[src/rtl/lcdb_pkg.sv]
package lcdb_pkg;

  localparam int BYTE_W = 8;

  typedef enum logic [1:0] {
    PG_NONE = 2'd0,
    PG_RS   = 2'd1,
    PG_EN   = 2'd2,
    PG_DATA = 2'd3
  } page_e;

  // bit 2 = RS, bit 1 = E, bit 0 = R/W
  typedef struct packed {
    logic rs;
    logic en;
    logic rw;
  } ctrl_t;

  localparam ctrl_t CTRL_RESET = '{rs: 1'b0, en: 1'b0, rw: 1'b0};

  function automatic logic low_ok(input logic [BYTE_W-1:0] lo,
                                  input logic [BYTE_W-1:0] mask,
                                  input logic [BYTE_W-1:0] match);
    return ((lo ^ match) & mask) == '0;
  endfunction

  function automatic page_e page_of(input logic [BYTE_W-1:0] hi,
                                    input logic [BYTE_W-1:0] lo,
                                    input logic [BYTE_W-1:0] pg_rs,
                                    input logic [BYTE_W-1:0] pg_en,
                                    input logic [BYTE_W-1:0] pg_data,
                                    input logic [BYTE_W-1:0] mask,
                                    input logic [BYTE_W-1:0] match);
    page_e p;
    p = PG_NONE;
    if (low_ok(lo, mask, match)) begin
      if (hi == pg_data)     p = PG_DATA;
      else if (hi == pg_rs)  p = PG_RS;
      else if (hi == pg_en)  p = PG_EN;
    end
    return p;
  endfunction

endpackage

[src/rtl/lcdb_sync_pipe.sv]
module lcdb_sync_pipe #(
  parameter int W       = 1,
  parameter int STAGES  = 2,
  parameter logic [W-1:0] RST_VAL = '0
) (
  input  logic         clk,
  input  logic         rst_n,
  input  logic [W-1:0] d,
  output logic [W-1:0] q
);
  logic [W-1:0] stg [STAGES];

  generate
    for (genvar i = 0; i < STAGES; i++) begin : g_stage
      if (i == 0) begin : g_first
        always_ff @(posedge clk or negedge rst_n) begin
          if (!rst_n) stg[0] <= RST_VAL;
          else        stg[0] <= d;
        end
      end else begin : g_next
        always_ff @(posedge clk or negedge rst_n) begin
          if (!rst_n) stg[i] <= RST_VAL;
          else        stg[i] <= stg[i-1];
        end
      end
    end
  endgenerate

  assign q = stg[STAGES-1];
endmodule

[src/rtl/lcdb_strobe_edge.sv]
module lcdb_strobe_edge #(
  parameter int   STAGES  = 2,
  parameter logic RST_LVL = 1'b0,
  parameter bit   RISING  = 1'b1
) (
  input  logic clk,
  input  logic rst_n,
  input  logic strobe,
  output logic lvl,
  output logic evt
);
  logic prev;

  lcdb_sync_pipe #(.W(1), .STAGES(STAGES), .RST_VAL(RST_LVL)) u_sync (
    .clk(clk), .rst_n(rst_n), .d(strobe), .q(lvl)
  );

  always_ff @(posedge clk or negedge rst_n) begin
    if (!rst_n) prev <= RST_LVL;
    else        prev <= lvl;
  end

  generate
    if (RISING) begin : g_rise
      assign evt = lvl & ~prev;
    end else begin : g_fall
      assign evt = ~lvl & prev;
    end
  endgenerate
endmodule

[src/rtl/lcdb_bus_capture.sv]
module lcdb_bus_capture
  import lcdb_pkg::*;
(
  input  logic              clk,
  input  logic              rst_n,
  input  logic              ale_lvl,
  input  logic              ale_fall,
  input  logic              wr_lvl,
  input  logic [BYTE_W-1:0] ad_s,
  input  logic [BYTE_W-1:0] ha_s,
  output logic [BYTE_W-1:0] lo_addr,
  output logic [BYTE_W-1:0] hi_addr,
  output logic [BYTE_W-1:0] wr_byte
);
  logic [BYTE_W-1:0] lo_track, hi_track;

  // follow the bus while ale is high, freeze on its falling edge
  always_ff @(posedge clk or negedge rst_n) begin
    if (!rst_n) begin
      lo_track <= '0;
      hi_track <= '0;
      lo_addr  <= '0;
      hi_addr  <= '0;
    end else begin
      if (ale_lvl) begin
        lo_track <= ad_s;
        hi_track <= ha_s;
      end
      if (ale_fall) begin
        lo_addr <= lo_track;
        hi_addr <= hi_track;
      end
    end
  end

  // keep the last byte seen while the write strobe was low
  always_ff @(posedge clk or negedge rst_n) begin
    if (!rst_n)       wr_byte <= '0;
    else if (!wr_lvl) wr_byte <= ad_s;
  end
endmodule

[src/rtl/lcdb_lcd_regs.sv]
module lcdb_lcd_regs
  import lcdb_pkg::*;
#(
  parameter logic [7:0] PAGE_RS   = 8'hF0,
  parameter logic [7:0] PAGE_EN   = 8'hF1,
  parameter logic [7:0] PAGE_DATA = 8'hF3,
  parameter logic [7:0] LO_MASK   = 8'h00,
  parameter logic [7:0] LO_MATCH  = 8'h00
) (
  input  logic              clk,
  input  logic              rst_n,
  input  logic              wr_rise,
  input  logic [BYTE_W-1:0] hi_addr,
  input  logic [BYTE_W-1:0] lo_addr,
  input  logic [BYTE_W-1:0] wr_byte,
  output logic              hit_data,
  output logic              hit_rs,
  output logic              hit_en,
  output logic [BYTE_W-1:0] data_q,
  output ctrl_t             ctrl_q
);
  page_e page;

  always_comb begin
    page = page_of(hi_addr, lo_addr, PAGE_RS, PAGE_EN, PAGE_DATA, LO_MASK, LO_MATCH);
  end

  assign hit_data = wr_rise && (page == PG_DATA);
  assign hit_rs   = wr_rise && (page == PG_RS);
  assign hit_en   = wr_rise && (page == PG_EN);

  always_ff @(posedge clk or negedge rst_n) begin
    if (!rst_n) begin
      data_q <= '0;
      ctrl_q <= CTRL_RESET;
    end else begin
      if (hit_data) data_q    <= wr_byte;
      if (hit_rs)   ctrl_q.rs <= wr_byte[0];
      if (hit_en)   ctrl_q.en <= wr_byte[0];
      ctrl_q.rw <= 1'b0;
    end
  end
endmodule

[src/rtl/lcd_bus_bridge.sv]
module lcd_bus_bridge
  import lcdb_pkg::*;
#(
  parameter int         SYNC_STAGES = 2,
  parameter logic [7:0] PAGE_RS     = 8'hF0,
  parameter logic [7:0] PAGE_EN     = 8'hF1,
  parameter logic [7:0] PAGE_DATA   = 8'hF3,
  parameter logic [7:0] LO_MASK     = 8'h00,
  parameter logic [7:0] LO_MATCH    = 8'h00
) (
  input  logic       clk,
  input  logic       rst_n,
  input  logic       ale,
  input  logic       wr_n,
  input  logic [7:0] ad,
  input  logic [7:0] ha,
  output logic [7:0] lcd_d,
  output logic       lcd_e,
  output logic       lcd_rs,
  output logic       lcd_rw
);
  logic              ale_lvl, ale_fall;
  logic              wr_lvl, wr_rise;
  logic [BYTE_W-1:0] ad_s, ha_s;
  logic [BYTE_W-1:0] lo_addr, hi_addr, wr_byte;
  logic              hit_data, hit_rs, hit_en;
  logic [BYTE_W-1:0] data_q;
  ctrl_t             ctrl_q;

  lcdb_strobe_edge #(.STAGES(SYNC_STAGES), .RST_LVL(1'b0), .RISING(1'b0)) u_ale (
    .clk(clk), .rst_n(rst_n), .strobe(ale), .lvl(ale_lvl), .evt(ale_fall)
  );

  lcdb_strobe_edge #(.STAGES(SYNC_STAGES), .RST_LVL(1'b1), .RISING(1'b1)) u_wr (
    .clk(clk), .rst_n(rst_n), .strobe(wr_n), .lvl(wr_lvl), .evt(wr_rise)
  );

  // bus bytes delayed by the same depth as the strobes so they stay aligned
  lcdb_sync_pipe #(.W(2*BYTE_W), .STAGES(SYNC_STAGES), .RST_VAL('0)) u_bus (
    .clk(clk), .rst_n(rst_n), .d({ha, ad}), .q({ha_s, ad_s})
  );

  lcdb_bus_capture u_cap (
    .clk(clk), .rst_n(rst_n),
    .ale_lvl(ale_lvl), .ale_fall(ale_fall), .wr_lvl(wr_lvl),
    .ad_s(ad_s), .ha_s(ha_s),
    .lo_addr(lo_addr), .hi_addr(hi_addr), .wr_byte(wr_byte)
  );

  lcdb_lcd_regs #(
    .PAGE_RS(PAGE_RS), .PAGE_EN(PAGE_EN), .PAGE_DATA(PAGE_DATA),
    .LO_MASK(LO_MASK), .LO_MATCH(LO_MATCH)
  ) u_regs (
    .clk(clk), .rst_n(rst_n), .wr_rise(wr_rise),
    .hi_addr(hi_addr), .lo_addr(lo_addr), .wr_byte(wr_byte),
    .hit_data(hit_data), .hit_rs(hit_rs), .hit_en(hit_en),
    .data_q(data_q), .ctrl_q(ctrl_q)
  );

  assign lcd_d  = data_q;
  assign lcd_rw = ctrl_q.rw;
  assign lcd_e  = ctrl_q.en;
  assign lcd_rs = ctrl_q.rs;
endmodule

[config.mk]
export PLATFORM = sky130hd
export DESIGN_NAME = lcd_bus_bridge
export DESIGN_NICKNAME = d
export VERILOG_FILES = /design/src/rtl/lcdb_pkg.sv /design/src/rtl/lcdb_sync_pipe.sv /design/src/rtl/lcdb_strobe_edge.sv /design/src/rtl/lcdb_bus_capture.sv /design/src/rtl/lcdb_lcd_regs.sv /design/src/rtl/lcd_bus_bridge.sv
export SDC_FILE = /design/constraint.sdc
export NUM_CORES = 1
export LEC_CHECK = 0
export CORE_UTILIZATION = 51
export DETAILED_ROUTE_END_ITERATION = 10
export PLACE_DENSITY_LB_ADDON = 0.1
export SLEW_MARGIN = 20
export SYNTH_ARGS = -nofsm -noshare
export SYNTH_HDL_FRONTEND = slang
export SYNTH_HIERARCHICAL = 1
export SYNTH_SLANG_ARGS = --single-unit
export TNS_END_PERCENT = 20
[constraint.sdc]
create_clock -name clk -period 1.35 [get_ports clk]
set_input_delay 0.27 -clock clk [delete_from_list [all_inputs] [get_ports clk]]
set_output_delay 0.27 -clock clk [all_outputs]
set_load 0.02 [all_outputs]
==> out/metrics.cfg <==
[timing]
fin_ws_ps=-157.6
finClkSkew_ps=9.177
fmax_mhz=663.3
period_needed_ps=1508
rsz0062_at_grt=true
setup_violations=10
drv_slew=0
post-route-period-util_pct=111.7
tns_ps=-1445
hold_viol_final=0

[floorplanning]
start_util_pct=53.29
die_x_um=72.49
rows=25
dieHeight_um=72.49
coreArea_sq_mm=0.004755
die-area_sq_mm=0.005254
num_io_pins=31

[route]
vias=1063
antenna_left=0
avgRoutedWirePerCell_um=13.08
wl_met3_um=150
route.final.wire_length_um=3087
routed.top_layer=met4
dr_wl_met2_um=1513
dr.pass1.iters=3
vias_per_cell=4.504
wl_met1_um=1401
drt-initial-drc-count=32
drcViolationCount=0

[finish]
finalNonFillerCells=236
nNetsFinal=184
drive_above_1_share_pct=38.46
multi_input_area_sq_um=540.5
regArea_sq_mm=0.001805
fillers=363
postLayoutCoreUtil_pct=62.50
n_antenna_cell=0
areaGrowthSynthToFinish_pct=17.28

[power_and_ir_drop]
cellLeakagePower_nw=1.361
power.density_mw_per_mm2=1485
ir_drop_mv=0.9246

[critical_path]
path_max_fanout=8
cp_slowest_cell=dfstp_2
critPathKind=reg -> reg
worst-endpoint-arrival_ps=1730
cp_top_family=simple AND/OR/NAND/NOR gates
cp_cell_sequence=nor2b_4 -> and4b_2 -> nand4_4 -> mux2_2
cp-end-kind=flip-flop
slowest_delay_ps=530
crit_required_ps=1570
path_buf_inv=0
critical_path.startpoint_type=flip-flop

[global_routing]
grt_pass1_wl_um=5271
grt_pass1_vias=1046
grt_usage_pct=14.36
antenna_found_initial=0
grt_max_degree=73
grt_overflow=0

[synthesis]
syn_inst=139
syn_nets=159
yosysWarnings=6
avgSynthCellArea_sq_um=18.23
syn_area_sq_mm=0.002534

[clocking]
cts_buffers=9
cts_htree_levels=3
clk_pin_slew_worst_paths_ps=70
clockBufferDepth=2
cts.sinks=72
tritoncts=built
root_buffer=clkbuf_8
clk_latency_ps=330

[placement]
dpl.hpwl_um=1982
numPortBuffers=29
gp_congestion=0.7028
place_inst=219

[run_status]
status=finished, violations left
violations=negative setup slack

[worst_hold_path]
hp-class=reg -> reg

[run]
maxCapViolations=0

## final timing paths
check / from / to / slack (ps) / depth (start not counted)
worst min register to register: u_bus/stg[27] / u_bus/q[11] / 350 / 0
worst max-delay path: u_wr/u_sync/q / u_regs/data_q[2] / -160 / 4
worst min-delay path: u_bus/stg[27] / u_bus/q[11] / 350 / 0
min in group asynchronous: rst_n / u_ale/prev / 490 / 3
max in group asynchronous: rst_n / u_wr/u_sync/stg[1] / 540 / 3
worst max register to register: u_wr/u_sync/q / u_regs/data_q[2] / -160 / 4
## stage by stage
step	total power, W	hold slack, ps	setup slack [ps]	area (sq um)
3_3_place_gp	0.002835	318.4	-168.4	2773
4_1_cts	0.004487	342.6	-175.0	2965
6_report	0.004413	352.2	-157.6	2972
5_1_grt	0.004630	340.9	-236.3	2972
3_5_place_dp	0.002856	319.1	-193.9	2773
2_1_floorplan	0.002691	-25.59	-122.0	2541
## sequential cells by signal, indices dropped and copies added (netlist names), 2 cells and up
register and flops:
u_regs/data_q 8, u_bus/q 16, u_cap/hi_track 8, u_bus/stg 16, u_regs/ctrl_q 2, u_cap/hi_addr 8, u_cap/wr_byte 8
## where the power goes
part | switching (W) | total [W] | internal [W]
registers | 0.0000892 | 0.00242 | 0.00233
logic | 0.000150 | 0.000378 | 0.000229
clock network | 0.000757 | 0.00162 | 0.000859
## area by class of cell
cell class	instances	area share (%)
flip-flops and latches	72	60.76
repair buffers	36	11.66
well taps	67	2.821
multi-input cells	45	18.19
clock buffers	10	4.295
clock inverters	6	2.274
## layout by cell type, fill, tap and decap left out, types with 2 or more instances in the layout
cell type	n
dfstp_2	3
buf_4	5
clkdlybuf4s50_1	18
mux2_2	24
nor2b_4	2
clkdlybuf4s15_1	5
dlygate4sd2_1	5
nand4b_1	2
mux2_4	10
clkinvlp_4	2
clkbuf_8	9
dfrtp_1	69
## metal layers
layer / vias up / global-route usage [%]
met5: - / 0
met4: 0 / 5.229
met3: 4 / 7.917
met2: 25 / 19.63
met1: 532 / 19.36
li1: 502 / -
## repair_timing
action | CTS | global route
gates resized for setup | 10 | 5
pin swaps | 1 | 0
hold buffers | 1 | 0
endpoints found under the hold margin | 69 | 0
endpoints found under the setup margin | 20 | 15
setup buffers | 0 | 0
Power figures use the tool's default switching activity.
